<file path="config.mk">
export PLATFORM = sky130hd
export DESIGN_NAME = flash_cmd_decoder
export DESIGN_NICKNAME = d
export VERILOG_FILES = /design/src/rtl/fcd_pkg.sv /design/src/rtl/fcd_classify.sv /design/src/rtl/fcd_seq_fsm.sv /design/src/rtl/fcd_req_reg.sv /design/src/rtl/flash_cmd_decoder.sv
export SDC_FILE = /design/constraint.sdc
export NUM_CORES = 1
export LEC_CHECK = 0
export ABC_AREA = 0
export BUFFER_PORTS_ARGS = -buffer_cell sky130_fd_sc_hd__buf_2
export CAP_MARGIN = 10
export CORE_ASPECT_RATIO = 1.2
export CORE_UTILIZATION = 52
export DETAILED_ROUTE_END_ITERATION = 7
export PLACE_DENSITY = 0.93
export REMOVE_ABC_BUFFERS = 1
export SYNTH_ARGS = -nofsm -noshare
export SYNTH_HDL_FRONTEND = slang
export SYNTH_SLANG_ARGS = --single-unit
</file>
<file path="constraint.sdc">
create_clock -name clk -period 4.1 [get_ports clk]
set_clock_uncertainty 0.05 [all_clocks]
set_input_delay 0.205 -clock clk [delete_from_list [all_inputs] [get_ports clk]]
set_output_delay 0.205 -clock clk [all_outputs]
set_load 0.03 [all_outputs]
</file>
<file path="src/rtl/fcd_pkg.sv">
package fcd_pkg;

  typedef enum logic [2:0] {
    ST_IDLE, ST_UNL1, ST_UNL2, ST_PROG, ST_SETUP, ST_ERU1, ST_ERU2
  } seq_state_t;

  typedef enum logic [2:0] {
    RQ_NONE, RQ_PROG, RQ_CHIP, RQ_SECT, RQ_PROT, RQ_IDIN, RQ_IDOUT
  } req_kind_t;

  localparam int unsigned REQ_N = 6;

  localparam logic [7:0] CODE_KEY_A  = 8'hAA;
  localparam logic [7:0] CODE_KEY_B  = 8'h55;
  localparam logic [7:0] CODE_PROG   = 8'hA0;
  localparam logic [7:0] CODE_SETUP  = 8'h80;
  localparam logic [7:0] CODE_IDIN   = 8'h90;
  localparam logic [7:0] CODE_IDOUT  = 8'hF0;
  localparam logic [7:0] CODE_CHIP   = 8'h10;
  localparam logic [7:0] CODE_SECT   = 8'h30;
  localparam logic [7:0] CODE_PROT   = 8'h40;

  localparam logic [31:0] ADR_KEY_A = 32'h0000_5555;
  localparam logic [31:0] ADR_KEY_B = 32'h0000_2AAA;

  // Compare only the low w bits of two addresses.
  function automatic logic addr_match(logic [31:0] a, logic [31:0] pat,
                                      int unsigned w);
    logic [31:0] mask;
    mask = (w >= 32) ? 32'hFFFF_FFFF : ((32'd1 << w) - 32'd1);
    return ((a ^ pat) & mask) == 32'd0;
  endfunction

  // Request kind to one-hot vector: bit 0 program ... bit 5 id exit.
  function automatic logic [REQ_N-1:0] kind_to_vec(req_kind_t k);
    logic [REQ_N-1:0] v;
    v = '0;
    if (k != RQ_NONE) v[int'(k) - 1] = 1'b1;
    return v;
  endfunction

endpackage

</file>
<file path="src/rtl/fcd_classify.sv">
module fcd_classify
  import fcd_pkg::*;
#(
  parameter int unsigned ADDR_W = 18,
  parameter int unsigned CMP_W  = 15
) (
  input  logic [ADDR_W-1:0] addr,
  output logic              at_key_a,
  output logic              at_key_b
);
  logic [31:0] addr_ext;

  assign addr_ext = 32'(addr);
  assign at_key_a = addr_match(addr_ext, ADR_KEY_A, CMP_W);
  assign at_key_b = addr_match(addr_ext, ADR_KEY_B, CMP_W);
endmodule

</file>
<file path="src/rtl/fcd_seq_fsm.sv">
module fcd_seq_fsm
  import fcd_pkg::*;
(
  input  logic       clk,
  input  logic       rst_n,
  input  logic       fire,
  input  logic       at_key_a,
  input  logic       at_key_b,
  input  logic [7:0] code,
  output seq_state_t state,
  output req_kind_t  kind
);
  seq_state_t nxt;

  always_comb begin
    nxt  = state;
    kind = RQ_NONE;
    if (fire) begin
      if (state == ST_PROG) begin
        kind = RQ_PROG;
        nxt  = ST_IDLE;
      end else if (code == CODE_IDOUT) begin
        kind = RQ_IDOUT;
        nxt  = ST_IDLE;
      end else begin
        nxt = ST_IDLE;
        case (state)
          ST_IDLE:  if (at_key_a && code == CODE_KEY_A) nxt = ST_UNL1;
          ST_UNL1:  if (at_key_b && code == CODE_KEY_B) nxt = ST_UNL2;
          ST_UNL2: begin
            if (at_key_a) begin
              if (code == CODE_PROG)       nxt  = ST_PROG;
              else if (code == CODE_SETUP) nxt  = ST_SETUP;
              else if (code == CODE_IDIN)  kind = RQ_IDIN;
            end
          end
          ST_SETUP: if (at_key_a && code == CODE_KEY_A) nxt = ST_ERU1;
          ST_ERU1:  if (at_key_b && code == CODE_KEY_B) nxt = ST_ERU2;
          ST_ERU2: begin
            if (code == CODE_SECT)                   kind = RQ_SECT;
            else if (at_key_a && code == CODE_CHIP)  kind = RQ_CHIP;
            else if (at_key_a && code == CODE_PROT)  kind = RQ_PROT;
          end
          default: nxt = ST_IDLE;
        endcase
      end
    end
  end

  always_ff @(posedge clk or negedge rst_n) begin
    if (!rst_n) state <= ST_IDLE;
    else        state <= nxt;
  end
endmodule

</file>
<file path="src/rtl/fcd_req_reg.sv">
module fcd_req_reg
  import fcd_pkg::*;
#(
  parameter int unsigned ADDR_W = 18,
  parameter int unsigned DATA_W = 16
) (
  input  logic              clk,
  input  logic              rst_n,
  input  req_kind_t         kind,
  input  logic [ADDR_W-1:0] addr,
  input  logic [DATA_W-1:0] data,
  output logic [REQ_N-1:0]  req_vec,
  output logic [ADDR_W-1:0] req_addr,
  output logic [DATA_W-1:0] req_data
);
  always_ff @(posedge clk or negedge rst_n) begin
    if (!rst_n) begin
      req_vec  <= '0;
      req_addr <= '0;
      req_data <= '0;
    end else begin
      req_vec <= kind_to_vec(kind);
      if (kind != RQ_NONE) begin
        req_addr <= addr;
        req_data <= data;
      end
    end
  end
endmodule

</file>
<file path="src/rtl/flash_cmd_decoder.sv">
module flash_cmd_decoder
  import fcd_pkg::*;
#(
  parameter int unsigned ADDR_W = 18,
  parameter int unsigned DATA_W = 16,
  parameter int unsigned CMP_W  = 15
) (
  input  logic              clk,
  input  logic              rst_n,
  input  logic              wr_en,
  input  logic [ADDR_W-1:0] wr_addr,
  input  logic [DATA_W-1:0] wr_data,
  input  logic              busy,
  output logic              req_prog,
  output logic              req_chip_erase,
  output logic              req_sector_erase,
  output logic              req_protect,
  output logic              req_id_enter,
  output logic              req_id_exit,
  output logic [ADDR_W-1:0] req_addr,
  output logic [DATA_W-1:0] req_data
);
  logic             wr_accept;
  logic             at_key_a;
  logic             at_key_b;
  logic [7:0]       wr_code;
  seq_state_t       seq_state;
  req_kind_t        req_kind;
  logic [REQ_N-1:0] req_vec;

  assign wr_accept = wr_en && !busy;
  assign wr_code   = wr_data[7:0];

  fcd_classify #(.ADDR_W(ADDR_W), .CMP_W(CMP_W)) u_classify (
    .addr     (wr_addr),
    .at_key_a (at_key_a),
    .at_key_b (at_key_b)
  );

  fcd_seq_fsm u_fsm (
    .clk      (clk),
    .rst_n    (rst_n),
    .fire     (wr_accept),
    .at_key_a (at_key_a),
    .at_key_b (at_key_b),
    .code     (wr_code),
    .state    (seq_state),
    .kind     (req_kind)
  );

  fcd_req_reg #(.ADDR_W(ADDR_W), .DATA_W(DATA_W)) u_req (
    .clk      (clk),
    .rst_n    (rst_n),
    .kind     (req_kind),
    .addr     (wr_addr),
    .data     (wr_data),
    .req_vec  (req_vec),
    .req_addr (req_addr),
    .req_data (req_data)
  );

  assign req_prog         = req_vec[0];
  assign req_chip_erase   = req_vec[1];
  assign req_sector_erase = req_vec[2];
  assign req_protect      = req_vec[3];
  assign req_id_enter     = req_vec[4];
  assign req_id_exit      = req_vec[5];
endmodule

</file>
==> results.md <==
* DRC Markers at 0
* M1 GR Usage at 27.7%
* Tmin final at 2.80 ns
* Pwr dens at 322 nW/um^2
* Library cells used by synthesis at 41
* H-tree depth at 2
* IO Port Bufs at 77
* Hold Crit Class: in2async
* Iter 0 DRT Violations at 31
* Period utilisation layout at 68.3%
* Largest net degree at the start of global routing at 44
* Most Crowded Layer GR: met2
* Seq/Total Area, Yosys at 51.9%
* Avg WL per Cell at 15.7 um
* Crit path kind: reg2reg
* CP endpoint kind: register
* Share of layout cells above drive strength 1 at 37.1%
* Post-CTS resize count at 0
* Critical path peak fanout at 34
* # diodes at 0
* Final setup fails at 0
* First-pass detailed-route iteration total at 4
* # clock sinks at 43
* Maximum vdd ir drop at 0.302 mV
* Fin Setup TNS at 0 ns
* GRT Overall Usage at 24.1%
* Postcts setup bufs at 0
* Core Region at 3720 um^2
* # hold bufs at CTS at 0
* Mean Syn Cell Area at 13.0 um^2
* Max-cap viol count at 0
* Filler instances at 299
* Die area at 4250 um^2
* Unrepaired setup endpoints after global routing: false
* Post-synth design cell area at 2070 um^2
* Post-Syn Instances at 159
* #FFs+latches synth at 43
* Die Ht at 71.2 um
* Vias at 1633
* Slew headroom at 31.7%
* Initial Utilization at 55.7%
* Synth top area share at 51.9%
* Hpwl dp at 3.53 mm
* CTS clk-pin slew, worst paths at 0.08 ns
* CP Launch Point: u_fsm.state[0]
* Highest clock rate at 0.357 GHz
* CTS Buffer Depth at 2
* Die Span X at 59.7 um
* Worst-skew pair later-pin latency at 0.30 ns
* Post-synth EDFFs at 0
* Synth Flop Type: dfrtp_1
* Reg-to-reg startpoint: u_fsm.state[0]
* Worst r2r path cells at 7
* Largest area contributor in the netlist: dfrtp_1
* Reg2reg setup slack at 1.30 ns
* Synth area leaders: dfrtp_1, mux2_1, nor4bb_1
* Area Overhead vs Synth at 24.7%
* Most common cell in the netlist: dfrtp_1
* Global-route wire length before repair at 7.60 mm
* Element type at the critical path start: register
* Ys Warns at 0
* Root Driver: clkbuf_8
* Post-route ant nets at 0
* Fin Hold WS at -0.0167 ns
* Tightest Pin Transition at 1.02 ns
* Fin util at 69.5%
* CP required at 4.23 ns
* GR Layer Usage met3 at 7.13%
* Via density at 5.59
* Vias in the first global route at 1647
* Initial antenna violation count at 0
* Final WL at 4.58 mm
* TritonCTS clock tree: yes
* Layout Nets at 279
* Critical R2R Capture: u_req.req_data[1]
* Outcome: finished, violations left
* Failing checks: negative hold slack
* Synth top cells by count: dfrtp_1, mux2_1, nor2_1
* GPL Wtd Cong at 0.904
* Worst path arrival time at 2.94 ns
* Io pins at 78
* GR met2 Demand/Resource at 40.1%
* Pins over their slew limit at 0
* Fraction of registers with async set/reset at 100%
* Final Hold Viols at 37
* Cts bufs inserted at 5
* Standard-cell rows at 24
* Gr ovfl total at 0
* Leakage at 1.46 nW
per-stage QoR:
stage | power, mW | instance area (um^2) | setup slack, ns | std cells
after floorplan | 0.501 | 2040 | 1.55 | 155
after global placement | 0.552 | 2490 | 1.35 | 284
after detailed placement | 0.555 | 2490 | 1.29 | 284
after CTS | 0.843 | 2590 | 1.28 | 292
after global routing | 0.868 | 2590 | 1.11 | 292
final | 0.834 | 2590 | 1.30 | 292
critical path, cell delays in order, from the launching register on:
cell and delay [ns]:
dfrtp_1 0.43, or3_4 0.43, or2_1 0.27, nor4_1 0.24, o21ai_1 0.17, ha_1 0.29, o21ai_4 0.38, mux2_1 0.39
report_power, final:
part / internal (mW) / leakage [nW] / switching [mW]
sequential: 0.437 / 0.596 / 0.00636
clock: 0.137 / 0.0474 / 0.150
combinational: 0.0362 / 0.812 / 0.0662
total: 0.611 / 1.46 / 0.223
metal layers:
| layer | vias up | wire (um) |
|---|---|---|
| li1 | 761 | - |
| met1 | 792 | 1750 |
| met2 | 71 | 2440 |
| met3 | 9 | 291 |
| met4 | 0 | 100 |
| met5 | - | 0 |
sequential cells by signal (all words and copies together) (netlist names):
| signal | count |
|---|---|
| u_req.req_vec | 6 |
| u_req.req_data | 16 |
| u_req.req_addr | 18 |
| u_fsm.state | 3 |
logic make-up after synthesis:
| logic type | Yosys count | share of synthesized area, % |
|---|---|---|
| AO/OA/AOI/OAI | 21 | 8.75 |
| adder cells (fa/ha/maj) | 2 | 1.21 |
| buffers and inverters | 6 | 2.17 |
| flip-flops | 43 | 51.9 |
| multiplexers | 34 | 18.5 |
| AND/OR/NAND/NOR | 53 | 17.6 |
how the worst max path moves through the flow:
stage | to | slack, ns | cells past startpoint
6_report | u_req.req_data[1] | 1.30 | 7
5_1_grt | u_req.req_data[2] | 1.11 | 5
4_1_cts | u_req.req_addr[14] | 1.28 | 7
3_5_place_dp | u_req.req_data[9] | 1.29 | 7
3_3_place_gp | u_req.req_data[0] | 1.35 | 5
2_1_floorplan | u_req.req_addr[0] | 1.55 | 7
cell usage in the layout (no fill, tap or decap), types with 2 or more instances in the layout:
master     Yosys  final
nor2_1         8      8
nand2b_1       3      3
clkbuf_8       0      6
nand4bb_1      3      3
o211a_1        3      3
nand3_1        3      3
nor4b_1        3      3
dfrtp_1       43     43
ha_1           2      2
mux2_1        34     34
and4b_1        2      2
a21oi_1        2      2
nor3_1         4      4
and3b_1        3      3
and4_1         2      2
o21ai_0        2      2
buf_2          0     77
a211oi_1       2      2
o21ai_1        2      2
a21o_1         3      3
nor4bb_1       5      5
nor4_1         2      2
nand2_1        4      4
nand4_1        3      3
layout make-up:
class | instances | area, um^2 | share of cell area, %
Clock buffer | 6 | 82.6 | 3.19
Clock inverter | 2 | 16.3 | 0.629
Inverter | 2 | 7.51 | 0.290
Multi-Input combinational cell | 110 | 953 | 36.9
Sequential cell | 43 | 1080 | 41.6
Tap cell | 52 | 65.1 | 2.52
Timing Repair Buffer | 77 | 385 | 14.9
No activity file was read; power rests on OpenSTA's default activity.
